--- src/rtl/brk_pkg.sv ---
package brk_pkg;
  localparam int unsigned STAT_W    = 5;
  localparam int unsigned ST_USER   = 0;
  localparam int unsigned ST_VIRT   = 1;
  localparam int unsigned ST_USER_S = 2;
  localparam int unsigned ST_VIRT_S = 3;
  localparam int unsigned ST_BRK    = 4;
  localparam logic [4:0]  CAUSE_PRIV = 5'b00111;

  typedef struct packed {
    logic [31:0]       target;
    logic [31:0]       pc;
    logic [4:0]        rd;
    logic [STAT_W-1:0] stat;
  } brk_req_t;
endpackage

--- src/rtl/brk_target.sv ---
module brk_target #(
  parameter int unsigned DEBUG_EN = 1
) (
  input  logic [15:0] imm_i,
  input  logic        pfx_valid_i,
  input  logic [15:0] pfx_hi_i,
  output logic [31:0] target_o
);
  logic dbg_brk;

  generate
    if (DEBUG_EN != 0) begin : g_dbg
      assign dbg_brk = (imm_i == 16'h0018);
    end else begin : g_nodbg
      assign dbg_brk = 1'b0;
    end
  endgenerate

  always_comb begin
    if (dbg_brk)          target_o = 32'h0000_0018;
    else if (pfx_valid_i) target_o = {pfx_hi_i, imm_i};
    else                  target_o = {{16{imm_i[15]}}, imm_i};
  end
endmodule

--- src/rtl/brk_decide.sv ---
module brk_decide
  import brk_pkg::*;
#(
  parameter int unsigned MMU_EN   = 1,
  parameter logic [31:0] BASE_VEC = 32'h0
) (
  input  logic [31:0]       target_i,
  input  logic [STAT_W-1:0] stat_i,
  output logic              fault_o,
  output logic [STAT_W-1:0] stat_o
);
  localparam logic [31:0] ENTRY_A = BASE_VEC + 32'h8;
  localparam logic [31:0] ENTRY_B = BASE_VEC + 32'h18;

  logic is_entry;
  assign is_entry = (target_i == ENTRY_A) || (target_i == ENTRY_B);

  always_comb begin
    stat_o = stat_i;
    if (target_i != 32'h18) stat_o[ST_BRK] = 1'b1;
    fault_o = 1'b0;
    if (MMU_EN != 0) begin
      fault_o = stat_i[ST_USER] && !is_entry;
      if (is_entry) begin
        stat_o[ST_USER_S] = stat_i[ST_USER];
        stat_o[ST_USER]   = 1'b0;
        stat_o[ST_VIRT_S] = stat_i[ST_VIRT];
        stat_o[ST_VIRT]   = 1'b0;
      end
    end
  end
endmodule

--- src/rtl/brk_seq.sv ---
module brk_seq #(
  parameter int unsigned LAT = 3
) (
  input  logic clk_i,
  input  logic rst_ni,
  input  logic start_i,
  output logic accept_o,
  output logic busy_o,
  output logic done_o
);
  localparam int unsigned CW = $clog2(LAT + 1);
  localparam logic [CW-1:0] LAST = CW'(LAT - 1);

  logic [CW-1:0] cnt_q;
  logic          busy_q;

  assign accept_o = start_i && !busy_q;
  assign busy_o   = busy_q;
  assign done_o   = busy_q && (cnt_q == LAST);

  always_ff @(posedge clk_i or negedge rst_ni) begin
    if (!rst_ni) begin
      busy_q <= 1'b0;
      cnt_q  <= '0;
    end else if (accept_o) begin
      busy_q <= 1'b1;
      cnt_q  <= '0;
    end else if (done_o) begin
      busy_q <= 1'b0;
      cnt_q  <= '0;
    end else if (busy_q) begin
      cnt_q <= cnt_q + 1'b1;
    end
  end

  a_r1_busy_hold: assert property (@(posedge clk_i) disable iff (!rst_ni)
    busy_o && !done_o |=> busy_o);
  a_r2_done_inside: assert property (@(posedge clk_i) disable iff (!rst_ni)
    done_o |-> busy_o);
  a_r2_done_ends: assert property (@(posedge clk_i) disable iff (!rst_ni)
    done_o |=> !busy_o);
  a_r10_cnt_bound: assert property (@(posedge clk_i) disable iff (!rst_ni)
    cnt_q <= LAST);
endmodule

--- src/rtl/brk_link_unit.sv ---
module brk_link_unit
  import brk_pkg::*;
#(
  parameter int unsigned MMU_EN   = 1,
  parameter logic [31:0] BASE_VEC = 32'h0,
  parameter int unsigned DEBUG_EN = 1,
  parameter int unsigned AREA_OPT = 0
) (
  input  logic        clk_i,
  input  logic        rst_ni,
  input  logic        start_i,
  input  logic [15:0] imm_i,
  input  logic        pfx_valid_i,
  input  logic [15:0] pfx_hi_i,
  input  logic [31:0] pc_i,
  input  logic [4:0]  rd_idx_i,
  input  logic [4:0]  stat_i,
  output logic        busy_o,
  output logic        done_o,
  output logic        rf_we_o,
  output logic [4:0]  rf_idx_o,
  output logic [31:0] rf_data_o,
  output logic        pc_we_o,
  output logic [31:0] pc_o,
  output logic        stat_we_o,
  output logic [4:0]  stat_o,
  output logic        cause_we_o,
  output logic [4:0]  cause_o,
  output logic        resv_clr_o,
  output logic        pfx_clr_o
);
  localparam int unsigned LAT = (AREA_OPT != 0) ? 7 : 3;

  logic        accept;
  logic [31:0] target_d;
  brk_req_t    req_q;
  logic        fault;
  logic [4:0]  stat_new;

  brk_target #(.DEBUG_EN(DEBUG_EN)) u_target (
    .imm_i(imm_i), .pfx_valid_i(pfx_valid_i), .pfx_hi_i(pfx_hi_i),
    .target_o(target_d)
  );

  brk_seq #(.LAT(LAT)) u_seq (
    .clk_i(clk_i), .rst_ni(rst_ni), .start_i(start_i),
    .accept_o(accept), .busy_o(busy_o), .done_o(done_o)
  );

  always_ff @(posedge clk_i or negedge rst_ni) begin
    if (!rst_ni) req_q <= '0;
    else if (accept) req_q <= '{target: target_d, pc: pc_i, rd: rd_idx_i, stat: stat_i};
  end

  brk_decide #(.MMU_EN(MMU_EN), .BASE_VEC(BASE_VEC)) u_decide (
    .target_i(req_q.target), .stat_i(req_q.stat),
    .fault_o(fault), .stat_o(stat_new)
  );

  assign rf_we_o    = done_o && !fault;
  assign pc_we_o    = done_o && !fault;
  assign stat_we_o  = done_o && !fault;
  assign resv_clr_o = done_o && !fault;
  assign cause_we_o = done_o && fault;
  assign pfx_clr_o  = done_o;
  assign rf_idx_o   = req_q.rd;
  assign rf_data_o  = req_q.pc;
  assign pc_o       = req_q.target;
  assign stat_o     = stat_new;
  assign cause_o    = CAUSE_PRIV;

  a_r3_fault_quiet: assert property (@(posedge clk_i) disable iff (!rst_ni)
    cause_we_o |-> !rf_we_o && !pc_we_o && !stat_we_o && !resv_clr_o);
  a_r2_strobe_in_done: assert property (@(posedge clk_i) disable iff (!rst_ni)
    (rf_we_o || cause_we_o || pfx_clr_o) |-> done_o && busy_o);
  a_r11_pfx_consumed: assert property (@(posedge clk_i) disable iff (!rst_ni)
    done_o |-> pfx_clr_o && (pc_we_o != cause_we_o));
  a_r1_accept_start: assert property (@(posedge clk_i) disable iff (!rst_ni)
    $rose(busy_o) |-> $past(start_i));
  a_r8_modes_cleared: assert property (@(posedge clk_i) disable iff (!rst_ni)
    (MMU_EN != 0) && stat_we_o && req_q.stat[ST_USER] |-> !stat_o[ST_USER] && stat_o[ST_USER_S]);
endmodule

--- config.mk ---
export PLATFORM = sky130hd
export DESIGN_NAME = brk_link_unit
export DESIGN_NICKNAME = d
export VERILOG_FILES = /design/src/rtl/brk_pkg.sv /design/src/rtl/brk_target.sv /design/src/rtl/brk_decide.sv /design/src/rtl/brk_seq.sv /design/src/rtl/brk_link_unit.sv
export SDC_FILE = /design/constraint.sdc
export NUM_CORES = 1
export LEC_CHECK = 0
export CAP_MARGIN = 20
export CORE_UTILIZATION = 50
export CTS_BUF_LIST = sky130_fd_sc_hd__clkbuf_2 sky130_fd_sc_hd__clkbuf_4 sky130_fd_sc_hd__clkbuf_8
export DETAILED_ROUTE_END_ITERATION = 10
export PLACE_DENSITY = 0.89
export SLEW_MARGIN = 5
export SYNTH_ARGS = -nofsm -noshare
export SYNTH_HDL_FRONTEND = slang
export SYNTH_HIERARCHICAL = 1
export SYNTH_SLANG_ARGS = --single-unit
--- constraint.sdc ---
create_clock -name clk_i -period 4.64 [get_ports clk_i]
set_input_delay 0.928 -clock clk_i [delete_from_list [all_inputs] [get_ports clk_i]]
set_output_delay 0.928 -clock clk_i [all_outputs]
set_load 0.02 [all_outputs]
# After elaboration in Yosys (flattened, before gate mapping)
# Index checks and enable logic that the tools add are counted.
[word_totals]
reg_bits = 77
elab_cells = 32
output_inout_bits = 87
inputBits = 78
[op_classes]
eq_ne = 5
muxes = 9
n_addsub = 1
n_reduce_logical = 11
[ops]
columns = ["op", "n"]
rows = [
  ["$mux W32", 2],
  ["$eq A32 B4 Y1 const B", 1],
  ["$eq A32 B5 Y1 const B", 1],
  ["$ne A32 B5 Y1 const B", 1],
  ["$eq A16 B5 Y1 const B", 1],
  ["$mux W2", 3],
  ["$logic_and A1 B1 Y1", 5],
  ["$mux W4", 1],
  ["$logic_not A1 Y1", 3],
  ["$mux W1", 3],
  ["$reduce_bool A3 Y1", 1],
  ["$add A2 B1 Y2 const B", 1],
  ["$eq A2 B2 Y1 const B", 1],
  ["$reduce_bool A2 Y1", 1],
  ["$logic_or A1 B1 Y1", 1],
]

# Depth between registers and ports, before layout
[depth]
ltp_word = 6
ltp_mapped = 6
ltp_nobuf = 5

# Cells and area by module
# Netlist, hierarchy kept.
[by_module_without_submodules]
columns = ["module", "area_per_inst_um2", "seq_area_each_um2", "n_inst", "cells_per_inst"]
rows = [
  ["brk_link_unit", 3599.7, 1851.8, 1, 238],
  ["brk_target", 509.2, 0.0, 1, 60],
  ["brk_decide", 160.2, 0.0, 1, 17],
  ["brk_seq", 130.1, 75.1, 1, 11],
]

# Least setup slack after synthesis
# OpenSTA, ideal clock, no wires.
[synth_timing]
path_kind = "reg-to-output"
startpoint = "reg req_q, in the netlist pc_o[2]"
endpoint = "out resv_clr_o"
slack_ns = 1.842
stages_incl_launch_ff = 7
t_required_ns = 3.712
arrival_ns = 1.870
n_path_buf = 1
cell_sequence = "dfrtp_1 -> nor4b_2 -> nand4_1 -> nor2_4 -> and2b_2 -> nor2b_1 -> buf_4"
[synth_via]
elab_chain_len = 6
word_cells_on_any_way = 7
cone_classes = "eq/ne (2); reduce/logical (5)"
[synth_lines]
columns = ["element", "line_no", "rtl"]
rows = [
  ["from (decl)", "brk_link_unit.sv:36", "brk_req_t req_q;"],
  ["from (signal assigned)", "brk_link_unit.sv:52", "else if (accept) req_q <= '{target: target_d, pc: pc_i, rd: rd_idx_i, stat: stat_i};"],
  ["$eq A32 B4 Y1 or $eq A32 B5 Y1 (tied branches)", "brk_decide.sv:16", "assign is_entry = (target_i == ENTRY_A) || (target_i == ENTRY_B);"],
  ["$logic_or A1 B1 Y1 *", "brk_decide.sv:16", ""],
  ["$logic_not A1 Y1 *", "brk_decide.sv:23", "fault_o = stat_i[ST_USER] && !is_entry;"],
  ["$logic_and A1 B1 Y1 *", "brk_decide.sv:23", ""],
  ["via fault", "brk_link_unit.sv:37", "logic fault;"],
  ["$logic_not A1 Y1 *", "n/a", ""],
  ["$logic_and A1 B1 Y1 *", "n/a", ""],
  ["to (decl)", "brk_link_unit.sv:29", "output logic resv_clr_o,"],
]
# Mark *: on every way through the listed nets, which the timed path passes. The rest lies on a longest branch.

# Worst setup path in the final report
[layout_timing]
startpoint = "reg req_q, in the netlist pc_o[7]"
endpoint = "out resv_clr_o"
[layout_via]
elab_chain_len = 6
word_cells_on_any_way = 7
cone_classes = "eq/ne (2); reduce/logical (5)"
[layout_lines]
columns = ["element", "line_no", "rtl"]
rows = [
  ["$eq A32 B4 Y1 or $eq A32 B5 Y1 (tied branches)", "brk_decide.sv:16", ""],
  ["$logic_or A1 B1 Y1 *", "brk_decide.sv:16", ""],
  ["$logic_not A1 Y1 *", "brk_decide.sv:23", ""],
  ["$logic_and A1 B1 Y1 *", "brk_decide.sv:23", ""],
  ["$logic_not A1 Y1 *", "brk_link_unit.sv:63", "assign resv_clr_o = done_o && !fault;"],
  ["$logic_and A1 B1 Y1 *", "brk_link_unit.sv:63", ""],
]
# Mark *: on every way between the ends. The rest lies on a longest branch, timed or not.

==> key figures <==
Drt
  – Residual DRC: 0
  – Post-DR wirelength/cell: 17.91 um
  – Final ANT Viol Nets: 0
  – First-pass iteration count of the detailed router: 4
  – Initial DRC Count: 34
  – DR vias/cell: 5.173
  – Routed wire length: 8899 um
  – Vias: 2571

Setup path
  – Cells along the critical path: nor4_2 -> nand4_1 -> nor2_4 -> and2b_2 -> nor2b_1 -> clkdlybuf4s50_1
  – Critical R2R Capture: pc_o[30]
  – Launch point of the worst reg-to-reg path: u_seq/busy_o
  – WP data required: 3.71 ns
  – CP max FO: 5
  – WP data arrival: 2.68 ns
  – R2r setup slk: 2.56 ns
  – Crit end category: output port
  – Slowest-stage cell, CP: clkdlybuf4s50_1
  – CP startpoint kind: register
  – Critical path buffers and inverters: 1
  – CP top delay family: simple AND/OR/NAND/NOR gates
  – CP startpoint: pc_o[7]
  – Kind of critical path: register to output port
  – CP max stage delay: 0.66 ns
  – Reg2Reg Depth: 3
  – Stages on worst setup path: 6

Timing
  – Worst-margin pin slew: 0.9484 ns
  – Final hold vios: 0
  – RSZ-0062 raised after global routing: false
  – Period utilization: 0.7782
  – Clock skew: 0.01243 ns
  – Fin crit period: 3.611 ns
  – Slew headroom: 0.3677
  – Setup Total Neg Slack: 0 ns
  – Final setup vio count: 0
  – Hold Slack: 0.5097 ns
  – Peak Freq: 277.0 MHz
  – Pins Over Slew Limit: 0

Synthesis
  – Syn Inst Count: 326
  – Flops & latches, synth: 77
  – Synth Area per Inst: 13.49 um2
  – Number of flops mapped to enable cells by yosys: 0
  – Post-synth cell types: 26
  – Synth Warn #: 6
  – Top FF cell, synth: dfrtp_1
  – Post-synth ARST share: 1.000
  – Post-synth design cell area: 4399 um2
  – Post-synthesis sequential area ratio: 0.4380

Clocking
  – H-Tree Depth: 3
  – Clock-pin slew on the worst setup and hold paths: 0.08 ns
  – CTS Buf Count: 9
  – CTS tree: done
  – Hold-fix buffers at CTS: 0
  – Post-CTS Setup Bufs: 0
  – Clock Sinks: 77
  – Root buffer cell: clkbuf_8
  – Worst skew pair latency: 0.34 ns
  – Post_cts resized: 0
  – CTS max path bufs: 2

Global routing
  – GRT overflow: 0
  – GRT Util Overall: 0.1948
  – Initial antenna violation count: 0
  – Largest net degree at the start of global routing: 78
  – Number of global-route vias before repair: 2631
  – First-pass GRT wire length: 13510 um

Worst hold path
  – Min-Delay Path Depth: 1
  – Hold path endpoint: req_q[4]
  – Hold_sp: req_q[4]
  – Min-Delay Path Class: register to register

Place
  – Placed Area: 5356 um2
  – Port buffer count: 159
  – Post-DP HPWL: 6391 um
  – GPL Wtd Cong: 0.8601

Final layout
  – Final-stage net count: 467
  – Share of cells above drive strength 1: 0.2653
  – Syn-to-layout area delta: 26.02%
  – Fin area: 5544 um2
  – Most common cell after layout, fill and taps aside: clkdlybuf4s50_1
  – Antenna cells: 0
  – Post-Route Utilization: 0.6614
  – Commonest non-fill, non-tap cells in the layout: 158 x clkdlybuf4s50_1, 77 x dfrtp_1, 62 x mux2_4, 16 x mux2i_1, 16 x a41oi_1

Die
  – Initial Util: 0.5249
  – Row cnt: 33
  – Die ar.: 9178 um2
  – Chip width: 95.80 um
  – Total core area: 8382 um2
  – Die H: 95.80 um
  – I/O Pins: 165

Power and ir drop
  – P_leak: 2.317 nW
  – Power, Total: 3.725 mW
  – Max IR drop VDD: 291.3 uV
  – Power Density: 672.0 nW/um2

Flow run
  – Max_cap viols: 0

Status
  – Outcome: complete, no violations
-- per-stage QoR --
step	std cells	setup WS, ns
4_1_cts	497	0.9743
3_5_place_dp	483	1.376
2_1_floorplan	329	1.842
3_3_place_gp	483	1.431
6_report	497	1.029
5_1_grt	497	0.8721
-- final cells by class --
type | instances | area [um2]
Multi-Input combinational cell | 141 | 1689
Fill cell | 621 | 2838
Tap cell | 105 | 131.4
Clock buffer | 10 | 137.6
Sequential cell | 77 | 1927
Timing Repair Buffer | 160 | 1609
Clock inverter | 4 | 50.05
-- sequential cells by signal, indices dropped and copies added, names as in the netlist --
register and count:
u_seq/busy_o 1, pc_o 32, u_seq/cnt_q 2, rf_idx_o 5
rf_data_o 32, req_q 5
-- power by group --
part	switching [mW]	internal, mW	total [mW]
Sequential	0.255	1.01	1.27
Combinational	0.824	1.14	1.96
Clock	0.238	0.256	0.494
-- worst register-to-register path, stage by stage, from the launching register on --
cell	delay, ns
dfrtp_1	0.44
and2b_4	0.76
buf_12	0.36
mux2_2	0.41
-- metal layers --
metal / vias up / track usage / wire (um)
met1: 1276 / 0.2419 / 3657
met4: 0 / 0.05597 / 102
met3: 8 / 0.06398 / 738
li1: 1172 / - / -
met5: - / 0 / 0
met2: 115 / 0.3238 / 4401
-- worst max-delay path by stage --
| stage | to |
|---|---|
| 2_1_floorplan | resv_clr_o |
| 3_3_place_gp | resv_clr_o |
| 3_5_place_dp | resv_clr_o |
| 4_1_cts | resv_clr_o |
| 5_1_grt | resv_clr_o |
| 6_report | resv_clr_o |
-- Yosys cell counts, types with 3 or more instances --
cell,number,area share
dfrtp_1,77,0.44
buf_4,82,0.14
a41oi_1,16,0.032
buf_2,3,0.0034
mux2i_1,16,0.036
nor4_2,3,0.0085
mux2_2,14,0.036
nor2b_1,3,0.0043
nor4_1,3,0.0043
mux2_4,62,0.21
buf_6,9,0.023
clkbuf_1,17,0.015
-- cell families (layout without fill, tap and decap cells) --
kind of cell,count (synthesis),after routing,share of synthesized area
AO/OA/AOI/OAI,18,18,0.03584
flip-flops,77,77,0.4380
AND/OR/NAND/NOR,26,26,0.05973
other,2,5,0.001707
buffers and inverters,111,174,0.1809
multiplexers,92,92,0.2838
Note: power is estimated with default switching activity, not from simulation.
